[config.mk]
export PLATFORM = sky130hd
export DESIGN_NAME = audio_rx
export DESIGN_NICKNAME = d
export VERILOG_FILES = /design/src/rtl/audio_rx.sv
export SDC_FILE = /design/constraint.sdc
export NUM_CORES = 1
export LEC_CHECK = 0
export BUFFER_PORTS_ARGS = -buffer_cell sky130_fd_sc_hd__clkbuf_2
export CAP_MARGIN = 20
export CORE_MARGIN = 1
export CORE_UTILIZATION = 62
export CTS_CLUSTER_DIAMETER = 40
export DETAILED_ROUTE_END_ITERATION = 10
export GPL_ROUTABILITY_DRIVEN = 0
export MAX_ROUTING_LAYER = met4
export PLACE_DENSITY = 0.84
export SLEW_MARGIN = 0
export SYNTH_ARGS = -nofsm -noshare
export SYNTH_HDL_FRONTEND = slang
export SYNTH_SLANG_ARGS = --single-unit
[constraint.sdc]
create_clock -name bick -period 7.1 [get_ports bick]
set_input_delay 0.71 -clock bick [delete_from_list [all_inputs] [get_ports bick]]
set_output_delay 0.71 -clock bick [all_outputs]
set_load 0.1 [all_outputs]
[src/rtl/audio_rx.sv]
module audio_rx #(
  parameter int SLOT_W = 7
) (
  input  logic        bick,
  input  logic        rst_n,
  input  logic        lrck,
  input  logic        sdata,
  input  logic [2:0]  fmt,
  output logic [23:0] left,
  output logic [23:0] right,
  output logic        valid
);
  localparam int W = 24;
  localparam logic [2:0] FMT_RST = 3'b010;
  localparam logic [SLOT_W-1:0] SLOT_MAX = '1;
  localparam logic [SLOT_W-1:0] SLOT_MSB_END = SLOT_W'(W - 1);
  localparam logic [SLOT_W-1:0] SLOT_I2S_END = SLOT_W'(W);

  typedef enum logic [2:0] {M_R16, M_R20, M_R24, M_L24, M_I24} mode_t;

  logic [2:0]        fmt_q;
  logic              lrck_q, primed, synced, got_l;
  logic [W-1:0]      sr, hold_l;
  logic [SLOT_W-1:0] slot_q, cur_slot;
  mode_t             mode;
  logic              edge_s, cap, cap_left;
  logic [W-1:0]      word_now, right_word, cap_word;

  assign edge_s   = primed && (lrck != lrck_q);
  assign cur_slot = edge_s ? '0 : (slot_q == SLOT_MAX ? SLOT_MAX : slot_q + 1'b1);
  assign word_now = {sr[W-2:0], sdata};

  always_comb begin
    case (fmt_q)
      3'b000:  mode = M_R16;
      3'b001:  mode = M_R20;
      3'b011:  mode = M_I24;
      3'b100:  mode = M_R24;
      default: mode = M_L24;
    endcase
  end

  always_comb begin
    case (mode)
      M_R16:   right_word = {{(W-16){sr[15]}}, sr[15:0]};
      M_R20:   right_word = {{(W-20){sr[19]}}, sr[19:0]};
      default: right_word = sr;
    endcase
  end

  always_comb begin
    cap      = 1'b0;
    cap_left = 1'b0;
    cap_word = word_now;
    case (mode)
      M_L24: begin
        cap      = (cur_slot == SLOT_MSB_END);
        cap_left = lrck;
      end
      M_I24: begin
        if (edge_s) begin
          cap      = (slot_q == SLOT_MSB_END);
          cap_left = !lrck_q;
        end else begin
          cap      = (cur_slot == SLOT_I2S_END);
          cap_left = !lrck;
        end
      end
      default: begin
        cap      = edge_s && synced;
        cap_left = lrck_q;
        cap_word = right_word;
      end
    endcase
  end

  always_ff @(posedge bick or negedge rst_n) begin
    if (!rst_n) begin
      fmt_q  <= FMT_RST;
      lrck_q <= 1'b0;
      primed <= 1'b0;
      synced <= 1'b0;
      slot_q <= SLOT_MAX;
      sr     <= '0;
      hold_l <= '0;
      got_l  <= 1'b0;
      left   <= '0;
      right  <= '0;
      valid  <= 1'b0;
    end else begin
      primed <= 1'b1;
      lrck_q <= lrck;
      sr     <= word_now;
      slot_q <= cur_slot;
      valid  <= 1'b0;
      if (edge_s) synced <= 1'b1;
      if (edge_s && !lrck) fmt_q <= fmt;
      if (cap) begin
        if (cap_left) begin
          hold_l <= cap_word;
          got_l  <= 1'b1;
        end else if (got_l) begin
          left  <= hold_l;
          right <= cap_word;
          valid <= 1'b1;
          got_l <= 1'b0;
        end
      end
    end
  end
endmodule

Yosys cells after proc, flatten, opt, wreduce, memory -nomap -nowiden --
Index checks and enable logic that the tools add are counted.
Word-level totals: bits of input ports 7, word-level logic and storage cells 47, register bits after elaboration 111, output and inout bits 49
Operators by class: add/sub/neg operators 1, reductions and logical operators 10, bitwise gates (word level) 1, equality and inequality tests 11, mux-type cells 13
Operators with widths (count):
- case mux 24 bit (2 select lines) | 1
- 2-to-1 mux 24 bit | 1
- == test 7 x 5 -> 1 bit, second input constant | 3
- 2-to-1 mux 7 bit | 2
- case mux 3 bit (4 select lines) | 1
- adder 7 x 1 -> 7 bit, second input constant | 1
- == test 7 bit, second input constant | 1
- == test 3 x 1 -> 1 bit, second input constant | 2
- == test 3 x 2 -> 1 bit, second input constant | 2
- == test 3 bit, second input constant | 2
- zero test 3 bit | 2
- 2-to-1 mux 1 bit | 6
- case mux 1 bit (2 select lines) | 2
- logical AND 1 bit | 3
- AND reduction 3 bit | 1
- zero test 1 bit | 2
- AND reduction 2 bit | 1
- OR reduction 2 bit | 1
- != test 1 bit | 1
- NOT 1 bit | 1

Longest topological paths before layout --
depth after elaboration 7, mapped depth 8, depth with buffers taken out 6

Worst setup path before layout --
Ideal clock, no wire load.
kind register to register, from register slot_q[0], to register hold_l[14], setup slack 4656 ps, clock period less this slack 2444 ps, required time 6973 ps, arrival 2316 ps, stages on the path, launching flop included 8, buffers on the path 1, setup time 127 ps, cell sequence dfstp_2 > ha_1 > xnor2_1 > a2111oi_2 > a311oi_2 > nor4_4 > buf_6 > mux2_1
On the way: cells in the longest elaborated chain, start to end 7, elaborated cells on any way between the ends 10, those cells by class 1 x add/sub; 4 x eq/ne; 4 x mux; 1 x reduce/logical
RTL lines:
- from (decl) | line 24 | logic [SLOT_W-1:0] slot_q, cur_slot;
- from (signal assigned) | line 94 | slot_q <= cur_slot;
- adder 7 x 1 -> 7 bit or == test 7 bit (tied branches) | line 30 | assign cur_slot = edge_s ? '0 : (slot_q == SLOT_MAX ? SLOT_MAX : slot_q + 1'b1);
- 2-to-1 mux 7 bit (2 in a row) | line 30
- == test 7 x 5 -> 1 bit | line 65 | cap = (cur_slot == SLOT_I2S_END);
- 2-to-1 mux 1 bit | line 61 | if (edge_s) begin
- case mux 1 bit (2 select lines) * | line 55 | case (mode)
- AND reduction 2 bit (no line) *
- to (signal assigned) | line 100 | hold_l <= cap_word;
- to (decl) | line 23 | logic [W-1:0] sr, hold_l;
Mark *: on every way between the ends. The rest lies on a longest branch, timed or not. A chain may end at the register's enable or synchronous reset.

Worst setup path after layout --
from register slot_q[0], to register right[21]
On the way: cells in the longest elaborated chain, start to end 7, elaborated cells on any way between the ends 10, those cells by class 1 x add/sub; 4 x eq/ne; 4 x mux; 1 x reduce/logical
RTL lines:
- adder 7 x 1 -> 7 bit or == test 7 bit (tied branches) | line 30
- 2-to-1 mux 7 bit (2 in a row) | line 30
- == test 7 x 5 -> 1 bit | line 65
- 2-to-1 mux 1 bit | line 61
- case mux 1 bit (2 select lines) * | line 55
- AND reduction 3 bit (no line) *
- to (signal assigned) | line 104 | right <= cap_word;
- to (decl) | line 10 | output logic [23:0] right,
Marked as above.

==> impl_metrics.csv <==
group,metric,value,unit
timing,totalNegativeSetupSlack,0,ns
routing,drt-wirelength-per-cell,16.8,µm
die,io_pins,56,
routing,detail_route.wirelength,7910,µm
logic_synthesis,synth_largest_type_area_fraction,56.3,%
worst_setup_path,cp-end-kind,"flop",
cts,clock_root_buffer,"sky130_fd_sc_hd__clkbuf_8",
logic_synthesis,ranking_of_synthesized_cells_by_area,"sky130_fd_sc_hd__dfrtp_1 56%, sky130_fd_sc_hd__mux2_1 15%, sky130_fd_sc_hd__mux2_2 4.9%, sky130_fd_sc_hd__dfstp_2 4.6%, sky130_fd_sc_hd__mux2_4 2.3%",
worst_setup_path,worst-path-max-fanout,49,
worst_setup_path,arrival,3.11,ns
global_route,grt_pass1_vias,2720,
cells_and_area,mostFrequentLayoutCell,"sky130_fd_sc_hd__dfrtp_1",
cells_and_area,layout.cells.most_common_list,"103 x sky130_fd_sc_hd__dfrtp_1, 61 x sky130_fd_sc_hd__mux2_1, 54 x sky130_fd_sc_hd__clkbuf_2, 20 x sky130_fd_sc_hd__mux2_2, 17 x sky130_fd_sc_hd__a21oi_1",
logic_synthesis,synth.lib_cells_used.distinct,45,
run,max_cap_violations,0,
timing,finalCritPeriodShare,40.4,%
worst_setup_path,r2r_cells,7,
routing,drc_violation_count_after_routing,0,
placement,post-dp-hpwl,5280,µm
cts,maximum_level_of_the_cts_h_tree,3,
routing,wl_met3,195,µm
timing,relative_slew_margins,46.9,%
cts,cts_tree,"built",
die,coreArea,0.00694,mm²
worst_setup_path,path_delay_family,"flip-flops",
worst_setup_path,crit_type,"flop to flop",
timing,timing.final.hold_violations,0,
worst_setup_path,worst_path_buffer_plus_inverter_count,1,
placement,portBuffers,55,
worst_setup_path,cp.required,7.34,ns
worst_setup_path,timing.critical_path.from,"slot_q[0]",
cts,max-clock-path-buffers,2,
logic_synthesis,synth_fp_nets,322,
worst_hold_path,hold_path.class,"primary input to asynchronous set/reset pin",
timing,timing.fmax,348,MHz
global_route,grt_use_total,23.3,%
die,core.rowCount,30,
cts,post_cts_resize_count,0,
worst_setup_path,crit_path_start_kind,"flop",
global_route,global_route.overflow_total,0,
routing,route.layer.met1.wl,3610,µm
cells_and_area,final_nets,377,
timing,max_slew.worst_pin.slew,0.792,ns
die,chipWidth,87.9,µm
die,die-height,87.9,µm
cells_and_area,synthToLayoutAreaGrowth,12.3,%
routing,top_signal_layer_used,"met4",
routing,vias,2637,
routing,1st_iter_drt_viols,127,
global_route,grt_antenna_before_repair,0,
logic_synthesis,seq_area_frac_synth,60.9,%
timing,min_period,2.87,ns
logic_synthesis,synthDominantAreaCellType,"sky130_fd_sc_hd__dfrtp_1",
timing,grt_setup_unrepaired,"no",
routing,drt_pre_antenna_iters,4,
logic_synthesis,netlist_instances,314,
timing,final_slew_violations,0,
routing,met2_wl_post_dr,4000,µm
logic_synthesis,synth-seq-cells,111,
worst_setup_path,cpPeakStageDelay,0.60,ns
cells_and_area,antennaDiodeCount,0,
worst_setup_path,critical_path.cell_chain,"ha_1, xnor2_1, a2111oi_2, a311oi_2, nor4_4, buf_4, mux2_1",
worst_setup_path,regToRegSetupSlack,4.23,ns
cts,clock_latency,0.36,ns
logic_synthesis,syn-cell-area,0.00458,mm²
global_route,grt_first_pass_wirelength,13100,µm
cts,post-cts-setup-buffers,0,
cts,cts_hold_buf,0,
worst_setup_path,slowest_stage,"sky130_fd_sc_hd__dfstp_2",
die,design.die.area,0.00773,mm²
die,floorplan.initialDensity,65.9,%
outcome,status,"complete, no violations",
worst_setup_path,worst_r2r_startpoint,"slot_q[0]",
timing,finClkSkew,0.0110,ns
cts,cts.clk_slew.worst_paths,0.10,ns
logic_synthesis,yosysWarnings,0,
cts,cts_buffers,9,
cells_and_area,final_layout_size_suffix_gt1_share,31.8,%
global_route,grt_start_max_net_pins,82,
cts,cts_sinks,111,
routing,ant_nets,0,
worst_setup_path,timing.rr.end,"right[21]",
routing,routed_via_density,5.61,
timing,setup_viol,0,
logic_synthesis,syn_avg_cell_area,14.6,µm²
[worst max-delay path by stage]
stage / to / slack [ns] / depth (start not counted)
3_5_place_dp: right[1] / 3.84 / 6
4_1_cts: right[1] / 3.83 / 6
2_1_floorplan: hold_l[14] / 4.66 / 7
6_report: right[21] / 4.23 / 7
3_3_place_gp: left[21] / 3.98 / 6
5_1_grt: right[1] / 4.04 / 7
[flip-flops by register name (all words and copies together), names as in the netlist, 3 cells and up]
name	cells
fmt_q	3
hold_l	24
left	24
right	24
slot_q	7
sr	24
[cells by family after synthesis]
| group | synth area share, % |
|---|---|
| AOI/OAI and AO/OA | 5.66 |
| DFF | 60.9 |
| muxes | 23.3 |
| adders and majority gates | 0.273 |
| xor gates and xnor gates | 1.15 |
| and+or+nand+nor | 5.88 |
| other | 0.0820 |
| buffers and inverters | 2.71 |
[routing by layer]
layer | vias to the layer above | global-route usage (%)
li1 | 1213 | -
met1 | 1366 | 31.5
met2 | 51 | 36.2
met3 | 7 | 3.02
met4 | 0 | 9.09
met5 | - | -
[cell usage after synthesis, drive strengths merged]
library cell  count
a2111oi           1
a211oi            2
a21boi            1
a21oi            18
a221o             1
a22o              3
a311oi            1
a31oi             1
and2              1
and3              1
buf              13
clkbuf            3
conb              1
dfrtp           103
dfstp             8
ha                1
inv               6
mux2             88
mux2i             5
nand2             8
nand2b            7
nand3             1
nand3b            2
nand4             2
nand4b            1
nor2              9
nor2b             3
nor3b             1
nor4              3
nor4b             1
o211ai            1
o21ai             6
o22a              1
o31ai             2
or2               1
or3               1
xnor2             4
xor2              2
[stage by stage]
step,std cells,hold WS [ns],worst slack [ns],utilization [%],cell area [µm²]
floorplan,314,0.365,4.66,-,4580
global placement,452,0.370,3.98,70.5,4900
detailed placement,452,0.383,3.84,70.5,4900
CTS,468,0.267,3.83,73.4,5100
global route,470,0.290,4.04,74.0,5140
finish,470,0.266,4.23,74.0,5140
[layout make-up]
type                       instances  area (µm²)
fill                             486        1810
clock buffer                      10         128
multi-input combinational        181        1670
clock inverter                     6        70.1
timing repair buffer              60         343
inverter                           6        22.5
tap                               96         120
sequential                       111        2790
[worst reg2reg max path: stages, from the launching register on]
cell	delay [ns]
sky130_fd_sc_hd__dfstp_2	0.60
sky130_fd_sc_hd__ha_1	0.25
sky130_fd_sc_hd__xnor2_1	0.16
sky130_fd_sc_hd__a2111oi_2	0.33
sky130_fd_sc_hd__a311oi_2	0.14
sky130_fd_sc_hd__nor4_4	0.25
sky130_fd_sc_hd__buf_4	0.58
sky130_fd_sc_hd__mux2_1	0.43
Power is not shown: default switching activity piles up to over one toggle a cycle in this logic, so the estimate is an artifact.
